===== config.mk =====
export PLATFORM = sky130hd
export DESIGN_NAME = rts_top
export DESIGN_NICKNAME = d
export VERILOG_FILES = /design/src/rtl/rts_pkg.sv /design/src/rtl/rts_merge.sv /design/src/rtl/rts_adjust.sv /design/src/rtl/rts_reg.sv /design/src/rtl/rts_top.sv
export SDC_FILE = /design/constraint.sdc
export NUM_CORES = 1
export LEC_CHECK = 0
export BUFFER_PORTS_ARGS = -buffer_cell sky130_fd_sc_hd__buf_4
export CAP_MARGIN = 20
export CORE_MARGIN = 2
export CORE_UTILIZATION = 35
export CTS_CLUSTER_DIAMETER = 60
export DETAILED_ROUTE_END_ITERATION = 8
export GPL_TIMING_DRIVEN = 0
export PLACE_DENSITY_LB_ADDON = 0.05
export SLEW_MARGIN = 20
export SYNTH_ARGS = -nofsm -noshare
export SYNTH_HDL_FRONTEND = slang
export SYNTH_SLANG_ARGS = --single-unit

===== constraint.sdc =====
create_clock -name clk -period 8.4 [get_ports clk]
set_input_delay 0.84 -clock clk [delete_from_list [all_inputs] [get_ports clk]]
set_output_delay 0.84 -clock clk [all_outputs]
set_load 0.03 [all_outputs]

===== src/rtl/rts_pkg.sv =====
package rts_pkg;
  localparam int unsigned CNT_W = 64;
  typedef logic [CNT_W-1:0] cnt_t;
  typedef enum logic {
    MODE_NARROW = 1'b0,
    MODE_WIDE   = 1'b1
  } rts_mode_e;
endpackage


===== src/rtl/rts_merge.sv =====
module rts_merge
  import rts_pkg::*;
#(
  parameter int unsigned NARROW_W = 24,
  parameter int unsigned WIDE_W   = 32
) (
  input  logic              wide,
  input  logic [WIDE_W-1:0] stamp,
  input  cnt_t              now,
  output cnt_t              merged,
  output logic              wrap
);
  // Low fields, with the bits above the selected width forced to zero.
  logic [WIDE_W-1:0] stamp_low;
  logic [WIDE_W-1:0] now_low;

  for (genvar i = 0; i < CNT_W; i++) begin : g_bit
    if (i < NARROW_W) begin : g_always_low
      assign stamp_low[i] = stamp[i];
      assign now_low[i]   = now[i];
      assign merged[i]    = stamp[i];
    end else if (i < WIDE_W) begin : g_mode_low
      assign stamp_low[i] = wide & stamp[i];
      assign now_low[i]   = wide & now[i];
      assign merged[i]    = wide ? stamp[i] : now[i];
    end else begin : g_high
      assign merged[i] = now[i];
    end
  end

  // Not yet past the stamp, or level with it: the counter has wrapped.
  assign wrap = (now_low <= stamp_low);
endmodule


===== src/rtl/rts_adjust.sv =====
module rts_adjust
  import rts_pkg::*;
#(
  parameter int unsigned NARROW_W = 24,
  parameter int unsigned WIDE_W   = 32
) (
  input  logic wide,
  input  logic wrap,
  input  cnt_t merged,
  output cnt_t result
);
  localparam cnt_t PERIOD_NARROW = cnt_t'(1) << NARROW_W;
  localparam cnt_t PERIOD_WIDE   = cnt_t'(1) << WIDE_W;

  cnt_t period;

  always_comb begin
    period = (wide == MODE_WIDE) ? PERIOD_WIDE : PERIOD_NARROW;
    result = wrap ? (merged - period) : merged;
  end
endmodule


===== src/rtl/rts_reg.sv =====
module rts_reg
  import rts_pkg::*;
(
  input  logic clk,
  input  logic rst,
  input  logic in_valid,
  input  cnt_t in_ts,
  output logic out_valid,
  output cnt_t out_ts
);
  always_ff @(posedge clk) begin
    if (rst) begin
      out_valid <= 1'b0;
      out_ts    <= '0;
    end else begin
      out_valid <= in_valid;
      if (in_valid) out_ts <= in_ts;
    end
  end

  p_reset_clear_r1: assert property (@(posedge clk)
    rst |=> (!out_valid && out_ts == '0));

  p_latency_r2: assert property (@(posedge clk) disable iff (rst)
    in_valid |=> out_valid);

  p_no_spurious_r2: assert property (@(posedge clk) disable iff (rst)
    !in_valid |=> !out_valid);

  p_hold_r9: assert property (@(posedge clk) disable iff (rst)
    !in_valid |=> $stable(out_ts));
endmodule


===== src/rtl/rts_top.sv =====
module rts_top
  import rts_pkg::*;
#(
  parameter int unsigned NARROW_W = 24,
  parameter int unsigned WIDE_W   = 32
) (
  input  logic              clk,
  input  logic              rst,
  input  logic              in_valid,
  input  logic              in_wide,
  input  logic [WIDE_W-1:0] in_stamp,
  input  logic [63:0]       in_now,
  output logic              out_valid,
  output logic [63:0]       out_ts
);
  cnt_t merged;
  cnt_t result;
  logic wrap;

  rts_merge #(.NARROW_W(NARROW_W), .WIDE_W(WIDE_W)) u_merge (
    .wide   (in_wide),
    .stamp  (in_stamp),
    .now    (in_now),
    .merged (merged),
    .wrap   (wrap)
  );

  rts_adjust #(.NARROW_W(NARROW_W), .WIDE_W(WIDE_W)) u_adjust (
    .wide   (in_wide),
    .wrap   (wrap),
    .merged (merged),
    .result (result)
  );

  rts_reg u_reg (
    .clk       (clk),
    .rst       (rst),
    .in_valid  (in_valid),
    .in_ts     (result),
    .out_valid (out_valid),
    .out_ts    (out_ts)
  );

  // The wrap correction never touches the stamp's own bits.
  p_low_bits_r3: assert property (@(posedge clk) disable iff (rst)
    in_valid |=> out_ts[NARROW_W-1:0] == $past(in_stamp[NARROW_W-1:0]));

  p_wide_low_bits_r4: assert property (@(posedge clk) disable iff (rst)
    (in_valid && in_wide) |=> out_ts[WIDE_W-1:0] == $past(in_stamp));
endmodule


Word-level counts from Yosys, hierarchy flattened. Index checks and enable logic that the tools add are counted.

Flip-flop bits (word level): 65. Input bits: 100. Bits in read-only memories: 0. Bits in latches: 0. Memories: 0. Memory bits (writable): 0. Output and inout port bits: 65.

Divide/modulo/power cells: 0. Muxes and demuxes: 10. Bitwise gates (word level): 16. Add/sub/neg operators: 1. Shifts and indexed selects: 0. Multipliers: 0. Order comparisons: 1. Equal/unequal tests: 0. Reduce and logical (&&, ||, !) cells: 0.

Operator list (count): $mux W64 (1); $sub A64 B64 Y64 (1); $mux W33 (1); $le A32 B32 Y1 (1); $and A1 B1 Y1 (16); $mux W1 (8).

Longest topological paths before layout. Gate-level depths: netlist of the first run.

Word-level depth: 3. Depth in mapped cells: 15.

Cells and area by module. From an unflattened synthesis of the first run, not the netlist that was laid out.

Cell total of the unflattened synthesis: 575. Area total of the unflattened synthesis: 4952.2 sq um.

Modules (own cells, without submodules): rts_reg (area each 2311.0 sq um, times used 1, cells an instance 208, sequential area each 1301.2 sq um); rts_merge (area each 1372.6 sq um, times used 1, cells an instance 197, sequential area each 0.0 sq um); rts_adjust (area each 1268.7 sq um, times used 1, cells an instance 170, sequential area each 0.0 sq um).

Least setup slack after synthesis of the first run. OpenSTA, ideal clock, no wires.

Kind: in2reg. Start point: input port in_wide. End point: register u_reg.out_ts[43]. Library setup time: 0.091 ns. Arrival: 4.242 ns. Slack: 4.068 ns. Buffers on the path: 4. Required time: 8.309 ns. Cell stages on the path: 13. Cell sequence: clkbuf_1 > clkbuf_1 > clkbuf_1 > and2_1 > ha_1 > a21o_1 > a21oi_1 > o221ai_1 > a2111oi_0 > o221ai_1 > clkbuf_1 > or4_1 > a311oi_1.

Word-level cells in the longest chain between the ends: 3. Elaborated cells between the ends (all ways): 28. Classes of those cells: 1 x add/sub; 1 x order compare; 10 x mux; 16 x bitwise.

RTL lines: from (decl) (RTL line rts_top.sv:10) `input logic in_wide,`; $mux W1 (tied with other cells) (RTL line rts_merge.sv:25) `assign merged[i] = wide ? stamp[i] : now[i];`; $sub A64 B64 Y64 / $le A32 B32 Y1 (equally long branches) (RTL line rts_adjust.sv:19, rts_merge.sv:32); $mux W64 (*) (RTL line rts_adjust.sv:19) `result = wrap ? (merged - period) : merged;`; to (signal assigned) (RTL line rts_reg.sv:17) `if (in_valid) out_ts <= in_ts;`; to (decl) (RTL line rts_reg.sv:9) `output cnt_t out_ts`.

Every way passes the cells marked *; elsewhere a longest branch is shown, timed or not. A chain may end at the register's enable or synchronous reset.

Worst setup path in the final report of the first run. Same ends and word-level chain as after synthesis.

==> results.json, run 1 <==
{
  "area_growth_pct": 40.8,
  "clockRootBuffer": "clkbuf_16",
  "dieHeight_um": 112,
  "postCtsResizedCells": 0,
  "outcome": "finished, final reports clean",
  "syn_inst": 501,
  "finalWorstSetupSlack_ps": 3390,
  "yosysUniqueCellTypes": 48,
  "min_path_type": "flip-flop to flip-flop",
  "drt_iter0_markers": 176,
  "grtUsageTotal_pct": 20.0,
  "max_slew_margin_pct": 26.1,
  "clkSlewWorstSetupHoldPaths_ps": 60,
  "ir_worst_vdd_mv": 0.0918,
  "postCtsSetupBuffers": 0,
  "wl_per_cell_um": 15.7,
  "p_leak_nw": 2.57,
  "path_common_cell": "clkbuf_1",
  "pre_cts_ws_ps": 3050,
  "async_flop_share_pct": 0,
  "h-tree-depth": 3,
  "antennaDiodeCount": 0,
  "arrival_ps": 5250,
  "setup_viol": 0,
  "cts-buffers-inserted": 9,
  "synth.yosys.seq_area_share_pct": 31.8,
  "gp_congestion": 0.837,
  "rows": 39,
  "cts_hold_buf": 0,
  "avgSynthCellArea_um2": 8.17,
  "ys_top_cells_by_area": "dfxtp_1 (32%), ha_1 (11%), a311oi_1 (6.6%), nor2_1 (6.1%), mux2i_1 (6.1%)",
  "worst_setup_path_end_kind": "flip-flop",
  "yosysWarnings": 0,
  "rsz0062_at_grt": "false",
  "crit_buf_inv": 4,
  "grt_pass1_wl_um": 20300,
  "initial_core_util_pct": 35.9,
  "hpwl_um": 9980,
  "syn_area_um2": 4100,
  "min_period_ps": 5010,
  "yosysTopAreaCell": "dfxtp_1",
  "synth_edf_count": 0,
  "drc": 0,
  "cts.sinks": 65,
  "syn_nets": 636,
  "num_io_pins": 165,
  "grt_pass1_vias": 4061,
  "start_kind": "input port",
  "ys.flop_type": "dfxtp_1",
  "cp.required_ps": 8640,
  "cap_viol_max_count": 0,
  "insertion_delay_ps": 330,
  "synth_top_area_share_pct": 31.8,
  "route.final.wire_length_um": 12900,
  "grt_overflow": 0,
  "die_w_um": 112,
  "slew_viol_final": 0,
  "final_cell_mix": "buf_4 (162), nor2_1 (67), dfxtp_1 (65)",
  "ff2ff_setup_slack_ps": 7550,
  "viasPerCell": 5.29,
  "slowest_stage": "a2111oi_0",
  "max_freq_ghz": 0.200,
  "drt_pass1_iterations": 4,
  "antenna_found_initial": 0,
  "fin_nets": 809,
  "grt_max_degree": 11,
  "core_um2": 11400,
  "p_per_area_nw_per_um2": 167,
  "mostFrequentLayoutCell": "buf_4",
  "final_cells": 821,
  "skew_ps": 0,
  "drtAntennaViolNets": 0,
  "ys_ff_latch": 65,
  "num_vias": 4339,
  "dp_cells": 806,
  "tns_ps": 0,
  "drive_gt1_share_pct": 27.3,
  "worst-slew-pin-transition_ps": 1080,
  "p_total_mw": 0.962,
  "cp_top_family": "compound AO/OA/AOI/OAI gates",
  "worstSetupPathType": "input port to flip-flop",
  "cp_max_fo": 10,
  "portBuffers": 162,
  "critPathMaxStageDelay_ps": 970,
  "cts_max_path_buffers": 2,
  "min_period_over_period_pct": 59.7,
  "hold_violations": 0,
  "path_cells": "clkbuf_1 > clkbuf_1 > clkbuf_1 > nand2_1 > ha_1 > a21oi_1 > o21a_1 > o221ai_1 > a2111oi_0 > o221ai_1 > clkbuf_1 > or4_1 > a311oi_1",
  "dieArea_um2": 12600,
  "cts_tree": "built"
}
==> cell type report <==
type	count	area, um2
sequential	65	1300
clock buffer	11	233
clock inverter	4	45.0
fill	1135	5650
tap	143	179
inverter	37	139
buffer	31	119
timing repair buffer	162	1220
multi-input combinational	368	2540
==> layer usage <==
| layer | global-route usage (%) | up-vias | routed length, um |
|---|---|---|---|
| li1 | - | 2211 | - |
| met1 | 25.3 | 1984 | 5830 |
| met2 | 32.6 | 131 | 6010 |
| met3 | 6.10 | 13 | 855 |
| met4 | 6.99 | 0 | 180 |
| met5 | 0 | - | 0 |
==> Yosys cell counts, drive strengths merged (3+ instances only) <==
master and instances:
nor2 67, dfxtp 65, o221ai 3, buf 7, clkbuf 24, or3 27
o31ai 15, o311ai 6, o21ai 22, and2 7, a311oi 31, a21boi 7
or4 18, nor3b 5, inv 35, nand2 27, or2 4, a21oi 17
a211o 4, nand4 10, ha 35, nor3 12, nand2b 3, mux2i 25
nand3 5
==> power breakdown <==
part,leakage (nW),switching [mW],total (mW),internal [mW]
Combinational,1.89,0.151,0.255,0.104
Clock,0.139,0.138,0.365,0.227
Sequential,0.539,0.0116,0.342,0.330
Total,2.57,0.301,0.962,0.660
==> logic make-up after synthesis <==
kind of cell	count (synthesis)	share of synthesized area [%]
AOI/OAI and AO/OA	119	21.0
and+or+nand+nor	189	24.1
adders and majority gates	35	10.7
DFF	65	31.8
muxes	25	6.11
buffers and inverters	68	6.29
==> state kept, by name, indices dropped and copies added (netlist names) <==
register	count
u_reg.out_ts	64
u_reg.out_valid	1
==> metrics by stage <==
step | util [%] | cell area [um2] | hold WS, ps
3_3_place_gp | 48.1 | 5490 | 473
5_1_grt | 50.5 | 5770 | 499
4_1_cts | 50.5 | 5770 | 486
6_report | 50.5 | 5770 | 482
3_5_place_dp | 48.1 | 5490 | 478
2_1_floorplan | - | 4100 | 600
==> worst register-to-register path: stages (launching register included) <==
cell and delay (ps):
dfxtp_1 340, inv_1 40, o311ai_0 340
==> final timing paths <==
kind | start | end | cells past startpoint
hold reg to reg | u_reg.out_ts[51] | u_reg.out_ts[51] | 2
setup reg to reg | u_reg.out_ts[28] | u_reg.out_ts[28] | 2
hold / removal | u_reg.out_ts[51] | u_reg.out_ts[51] | 2
setup / recovery | in_wide | u_reg.out_ts[43] | 13
No activity file was read; power rests on OpenSTA's default activity.
==> inputs of run 2 (changes only) <==
--- a/config.mk
+++ b/config.mk
@@ -5,6 +5,7 @@
 export SDC_FILE = /design/constraint.sdc
 export NUM_CORES = 1
 export LEC_CHECK = 0
+export ABC_AREA = 1
 export BUFFER_PORTS_ARGS = -buffer_cell sky130_fd_sc_hd__buf_4
 export CAP_MARGIN = 20
 export CORE_MARGIN = 2
==> constraint.sdc (replaced) <==
create_clock -name clk -period 4.07 [get_ports clk]
set_input_delay 0.407 -clock clk [delete_from_list [all_inputs] [get_ports clk]]
set_output_delay 0.407 -clock clk [all_outputs]
set_load 0.03 [all_outputs]
==> run 2 against run 1 <==
  * Wire length is 40% higher
  * Die area is 32% higher
  * Largest power group unchanged
  * Critical path type unchanged
  * Clock power is 120% higher
  * Count of clock-buffer cells in the layout is 1 higher
  * Synthesized cell count is 83% higher
  * Setup slack worse by 1900 ps
  * Synthesized area is 33% higher
  * Cell count is 56% higher
  * Non-clock buffer count is 3 higher
  * Core utilization is 3.2 points lower
  * Hold slack worse by 150 ps
  * Sequential share of layout area is 4.5 points lower
==> results.json, run 2 <==
{
  "cp_max_fo": 10,
  "synth_edf_count": 0,
  "slowest_stage": "clkbuf_1",
  "antennaDiodeCount": 0,
  "yosysMostFrequentCell": "nand2_1",
  "slew_viol_final": 0,
  "core_um2": 15200,
  "yosysTopAreaCell": "dfxtp_1",
  "hpwl_um": 14700,
  "cap_viol_max_count": 0,
  "wl_per_cell_um": 14.0,
  "tns_ps": 0,
  "cts_hold_buf": 0,
  "cts-buffers-inserted": 9,
  "async_flop_share_pct": 0,
  "max_slew_margin_pct": 55.0,
  "startpoint": "in_wide",
  "setup_viol": 0,
  "synth_top_area_share_pct": 23.9,
  "postCtsResizedCells": 0,
  "cp.required_ps": 4310,
  "arrival_ps": 2840,
  "ys_ff_latch": 65,
  "avgSynthCellArea_um2": 5.93,
  "min_path_type": "input port to flip-flop",
  "grt_pass1_wl_um": 28400,
  "crit_buf_inv": 5,
  "rsz0062_at_grt": "false",
  "skew_ps": 0,
  "top_regs": "u_reg.out_ts x64, u_reg.out_valid x1",
  "clockRootBuffer": "clkbuf_16",
  "rows": 45,
  "portBuffers": 161,
  "worst_setup_path_end_kind": "flip-flop",
  "drc": 0,
  "die_w_um": 129,
  "ff2ff_setup_slack_ps": 3390,
  "internal_power_mw": 1.48,
  "path_common_cell": "nand2_1",
  "grt_max_degree": 12,
  "fin_nets": 1225,
  "min_period_over_period_pct": 63.8,
  "synth.yosys.seq_area_share_pct": 23.9,
  "ys_top_cells_by_count": "nand2_1 (240), nor2_1 (161), inv_1 (132)",
  "area_growth_pct": 32.2,
  "finalWorstSetupSlack_ps": 1470,
  "postCtsSetupBuffers": 0,
  "drt_pass1_iterations": 5,
  "worstSetupPathType": "input port to flip-flop",
  "design_area_um2": 7200,
  "grt_overflow": 0,
  "ys_top_cells_by_area": "dfxtp_1 (24%), nand2_1 (17%), nor2_1 (11%), nand3_1 (9.7%), inv_1 (9.1%)",
  "ys.flop_type": "dfxtp_1",
  "num_vias": 6091,
  "busiest_layer": "met2",
  "pwr-share-clk_pct": 35.7,
  "largest_reg_flops": 64,
  "max_freq_ghz": 0.385,
  "yosysUniqueCellTypes": 34,
  "p_comb_share_pct": 32.7,
  "route.final.wire_length_um": 18000,
  "num_io_pins": 165,
  "viasPerCell": 4.75,
  "grtUsageMet3_pct": 3.78,
  "grtUsageTotal_pct": 22.0,
  "antenna_found_initial": 0,
  "outcome": "finished, final reports clean",
  "p_sw_mw": 0.780,
  "p_per_area_nw_per_um2": 314,
  "insertion_delay_ps": 340,
  "cts.sinks": 65,
  "hold_violations": 0,
  "p_leak_nw": 3.88,
  "hold_slack_ps": 334,
  "syn_area_um2": 5440,
  "switching_share_pct": 34.5,
  "pre_cts_ws_ps": 1150,
  "dieArea_um2": 16600,
  "min_period_ps": 2600,
  "mostFrequentLayoutCell": "nand2_1",
  "start_kind": "input port",
  "worst-slew-pin-transition_ps": 676,
  "path_cells": "buf_6 > buf_6 > nand2_1 > inv_1 > ha_1 > nand2_1 > nor2_1 > nand2_1 > nor3_1 > nand4_1 > clkbuf_1 > nand3_1 > nand3_1 > nand2_1 > inv_1",
  "cts_tree": "built",
  "dieHeight_um": 129,
  "power_frac_seq_pct": 31.7,
  "syn_nets": 1053,
  "r2r_cells": 4,
  "h-tree-depth": 3,
  "grt_util_met1_pct": 30.7,
  "yosysWarnings": 0,
  "final_cell_mix": "nand2_1 (240), buf_4 (165), nor2_1 (161)",
  "critPathMaxStageDelay_ps": 380,
  "grt_pass1_vias": 5567,
  "drive_gt1_share_pct": 20.7,
  "p_total_mw": 2.26,
  "critical_path_depth": 15,
  "placed_area_um2": 6890,
  "r2r_start": "u_reg.out_ts[53]",
  "cp_top_family": "simple AND/OR/NAND/NOR gates",
  "initial_core_util_pct": 35.8,
  "timing.critical_path.to": "u_reg.out_ts[31]",
  "drtAntennaViolNets": 0,
  "drt_iter0_markers": 304,
  "cts_max_path_buffers": 2,
  "gp_congestion": 0.931,
  "regMostFlops": "u_reg.out_ts",
  "r2r-end": "u_reg.out_ts[53]",
  "ir_worst_vdd_mv": 0.177,
  "syn_inst": 918,
  "clkSlewWorstSetupHoldPaths_ps": 60,
  "use_met2_pct": 34.9
}
run 2: cell types whose count changed in the layout (fill, tap and decap cells not counted), sizes merged, moves of 15 or more:
cell	before	now
nand2	27	257
nor2	67	173
nand3	5	108
inv	35	136
a311oi	31	0
or3	27	0
mux2i	25	0
a211oi	1	23
or4	18	0
o31ai	15	0
run 2: cell families after synthesis:
| group | synth area share, % |
|---|---|
| flops | 23.9 |
| compound gates | 7.03 |
| simple gates | 45.7 |
| fa+ha+maj | 8.04 |
| buf+inv | 12.6 |
| xor+xnor | 2.73 |
run 2: final cells by class:
type	instances	area, um2
Multi-Input combinational cell	682	3460
Tap cell	188	235
Clock inverter	4	51.3
Fill cell	1685	8010
Buffer	35	171
Timing Repair Buffer	161	1210
Clock buffer	12	256
Sequential cell	65	1300
Inverter	136	513
run 2: tightest hold or removal path, delay by kind of cell:
family / cells / cell delay, ps
AOI/OAI and AO/OA: 1 / 60
buffers and inverters: 2 / 170
run 2: worst min path at each step:
stage | to | slack (ps) | start | depth (start not counted)
final | u_reg.out_ts[13] | 330 | in_stamp[13] | 3
after CTS | u_reg.out_ts[13] | 330 | in_stamp[13] | 3
after floorplan | u_reg.out_ts[0] | 560 | in_stamp[0] | 2
after detailed placement | u_reg.out_ts[0] | 460 | u_reg.out_ts[0] | 2
after global routing | u_reg.out_ts[11] | 340 | in_stamp[11] | 3
after global placement | u_reg.out_ts[0] | 450 | u_reg.out_ts[0] | 2
run 2: power groups by stage:
| stage | sequential, mW | clock [mW] | combinational [mW] |
|---|---|---|---|
| 2_1_floorplan | 0.834 | 0 | 0.362 |
| 3_3_place_gp | 0.730 | 0 | 0.739 |
| 3_5_place_dp | 0.730 | 0 | 0.740 |
| 4_1_cts | 0.717 | 0.826 | 0.744 |
| 5_1_grt | 0.722 | 0.851 | 0.824 |
| 6_report | 0.716 | 0.807 | 0.739 |
run 2: stage by stage:
stage          util [%]  instances
5_1_grt            47.3       1283
3_3_place_gp       45.3       1267
3_5_place_dp       45.3       1267
2_1_floorplan         -        918
6_report           47.3       1283
4_1_cts            47.3       1283
run 2: layer usage:
layer	vias to the layer above	share of wire, %
li1	3233	-
met1	2661	49
met2	168	44
met3	29	5.0
met4	0	2.2
met5	-	0
==> inputs of run 3 (changes only) <==
--- a/config.mk
+++ b/config.mk
@@ -5,7 +5,7 @@
 export SDC_FILE = /design/constraint.sdc
 export NUM_CORES = 1
 export LEC_CHECK = 0
-export ABC_AREA = 1
+export ABC_AREA = 0
 export BUFFER_PORTS_ARGS = -buffer_cell sky130_fd_sc_hd__buf_4
 export CAP_MARGIN = 20
 export CORE_MARGIN = 2
==> constraint.sdc (replaced) <==
create_clock -name clk -period 2.22 [get_ports clk]
set_input_delay 0.222 -clock clk [delete_from_list [all_inputs] [get_ports clk]]
set_output_delay 0.222 -clock clk [all_outputs]
set_load 0.03 [all_outputs]
==> run 3 against run 2 <==
  * The run now ends with negative setup slack left
  * First-iteration DRC count fell by 36%
  * Cell area is 8.2% lower
  * Sequential share of layout area is 1.6 points higher
  * Combinational power rose by 68%
  * Hold slack lost 190 ps
  * Register-to-register slack got worse by 2000 ps
  * Wire length decreased by 20%
  * Count of clock-buffer cells in the layout decreased by 1
  * Die area down 24%
  * Clock skew is the same
  * Power up 81%
  * Critical path type unchanged
  * Critical endpoint is now u_reg.out_ts[56]
  * Largest cell class unchanged
  * Highest routed layer unchanged
==> results.json, run 3 (synthesis results as in run 1) <==
{
  "core_um2": 11400,
  "clkSlewWorstSetupHoldPaths_ps": 60,
  "p_leak_nw": 2.91,
  "hp-start": "in_stamp[11]",
  "cts-buffers-inserted": 9,
  "min_path_type": "input port to flip-flop",
  "num_vias": 4549,
  "num_io_pins": 165,
  "drc": 0,
  "hold_violations": 0,
  "pre_cts_ws_ps": -1350,
  "top_regs": "u_reg.out_ts x64, u_reg.out_valid x1",
  "start_kind": "input port",
  "hpwl_um": 10400,
  "ff2ff_setup_slack_ps": 1390,
  "drt_pass1_iterations": 4,
  "cts_hold_buf": 0,
  "clockRootBuffer": "clkbuf_16",
  "dp_cells": 806,
  "cap_viol_max_count": 0,
  "mostFrequentLayoutCell": "buf_4",
  "r2r_start": "u_reg.out_ts[56]",
  "ir_worst_vdd_mv": 0.342,
  "worst-slew-pin-transition_ps": 790,
  "hold_slack_ps": 144,
  "max_freq_ghz": 0.351,
  "arrival_ps": 3080,
  "viasPerCell": 5.35,
  "fillerInstances": 1075,
  "final_cells": 851,
  "antennaDiodeCount": 0,
  "largest_reg_flops": 64,
  "grt_overflow": 0,
  "cts_max_path_buffers": 2,
  "h-tree-depth": 3,
  "drt_iter0_markers": 195,
  "gp_congestion": 0.816,
  "fin_nets": 838,
  "rows": 39,
  "worst_setup_path_end_kind": "flip-flop",
  "drive_gt1_share_pct": 39.8,
  "p_per_area_nw_per_um2": 621,
  "worstSetupPathType": "input port to flip-flop",
  "violations": "negative setup slack",
  "cts.sinks": 65,
  "die_w_um": 112,
  "route.final.wire_length_um": 14400,
  "startpoint": "in_wide",
  "finalWorstSetupSlack_ps": -631,
  "initial_core_util_pct": 35.9,
  "slew_viol_final": 0,
  "grtUsageTotal_pct": 22.0,
  "drtAntennaViolNets": 0,
  "min_period_over_period_pct": 128,
  "dieArea_um2": 12600,
  "timing.critical_path.to": "u_reg.out_ts[56]",
  "grt_max_degree": 12,
  "fin_util_pct": 57.9,
  "final_cell_mix": "buf_4 (186), nor2_1 (67), dfxtp_1 (65)",
  "dieHeight_um": 112,
  "cts_tree": "built",
  "cp.required_ps": 2450,
  "portBuffers": 162,
  "area_growth_pct": 61.4,
  "max_slew_margin_pct": 47.3,
  "min_period_ps": 2850,
  "grt_pass1_wl_um": 22400,
  "wl_per_cell_um": 16.9,
  "cp_max_fo": 5,
  "skew_ps": 0,
  "rsz0062_at_grt": "true",
  "insertion_delay_ps": 320,
  "outcome": "complete, but fails checks",
  "antenna_found_initial": 0,
  "setup_viol": 40,
  "r2r-end": "u_reg.out_ts[56]",
  "grt_pass1_vias": 4457,
  "r2r_cells": 2,
  "regMostFlops": "u_reg.out_ts"
}
==> run 3: worst min-delay path by stage <==
stage,to,slack (ps),depth (start not counted)
after floorplan,u_reg.out_ts[0],370,2
after global placement,u_reg.out_ts[10],470,3
after detailed placement,u_reg.out_ts[11],480,3
after CTS,u_reg.out_ts[11],130,3
after global routing,u_reg.out_ts[11],140,3
final,u_reg.out_ts[11],140,3
==> run 3: area by class of cell <==
cell class                      count  area [um2]  share of cell area [%]
Clock buffer                       11         243                    3.67
Sequential cell                    65        1300                    19.7
Timing Repair Buffer              193        1500                    22.7
Tap cell                          143         179                    2.71
Inverter                           37         151                    2.29
Multi-Input combinational cell    368        2910                    44.1
Buffer                             29         239                    3.62
Clock inverter                      5        78.8                    1.19
==> run 3: timing repair <==
| action | 4_1_cts | 5_1_grt |
|---|---|---|
| pin swaps | 33 | 25 |
| setup buffers | 25 | 6 |
| gates resized for setup | 50 | 38 |
| endpoints found under the setup margin | 40 | 40 |
| hold endpoints to repair | 0 | 0 |
| cloned | 3 | 0 |
==> run 3: critical path, cell delays in order <==
cell       delay, ps
clkbuf_16        140
clkbuf_16        150
clkbuf_16        140
and2_4           140
ha_4             260
nand4_1          170
nor3_4           270
nand4_1          140
buf_4            190
o21ai_4          100
o221ai_4         190
buf_4            180
or4_1            490
a311oi_2         300
==> run 3: power breakdown <==
group | internal (mW) | switching (mW) | total [mW] | leakage [nW]
logic | 0.565 | 0.680 | 1.24 | 2.21
registers | 1.25 | 0.0446 | 1.29 | 0.539
clock network | 1.01 | 0.550 | 1.56 | 0.159
total | 2.83 | 1.27 | 4.10 | 2.91
==> run 3: layer usage <==
metal	track usage [%]	share of wire, %	up-vias
met4	7.32	1.4	0
met1	27.8	44	2123
met2	37.2	48	132
met3	4.75	5.8	18
met5	0	0	-
li1	-	-	2276
==> run 3: per-stage QoR <==
| step | TNS (ps) | power [mW] | cell area, um2 |
|---|---|---|---|
| final | -17700 | 4.10 | 6610 |
| after detailed placement | -41320 | 2.36 | 5700 |
| after floorplan | -22050 | 1.92 | 4310 |
| after global routing | -22990 | 4.30 | 6610 |
| after global placement | -40700 | 2.34 | 5700 |
| after CTS | -20030 | 4.11 | 6480 |
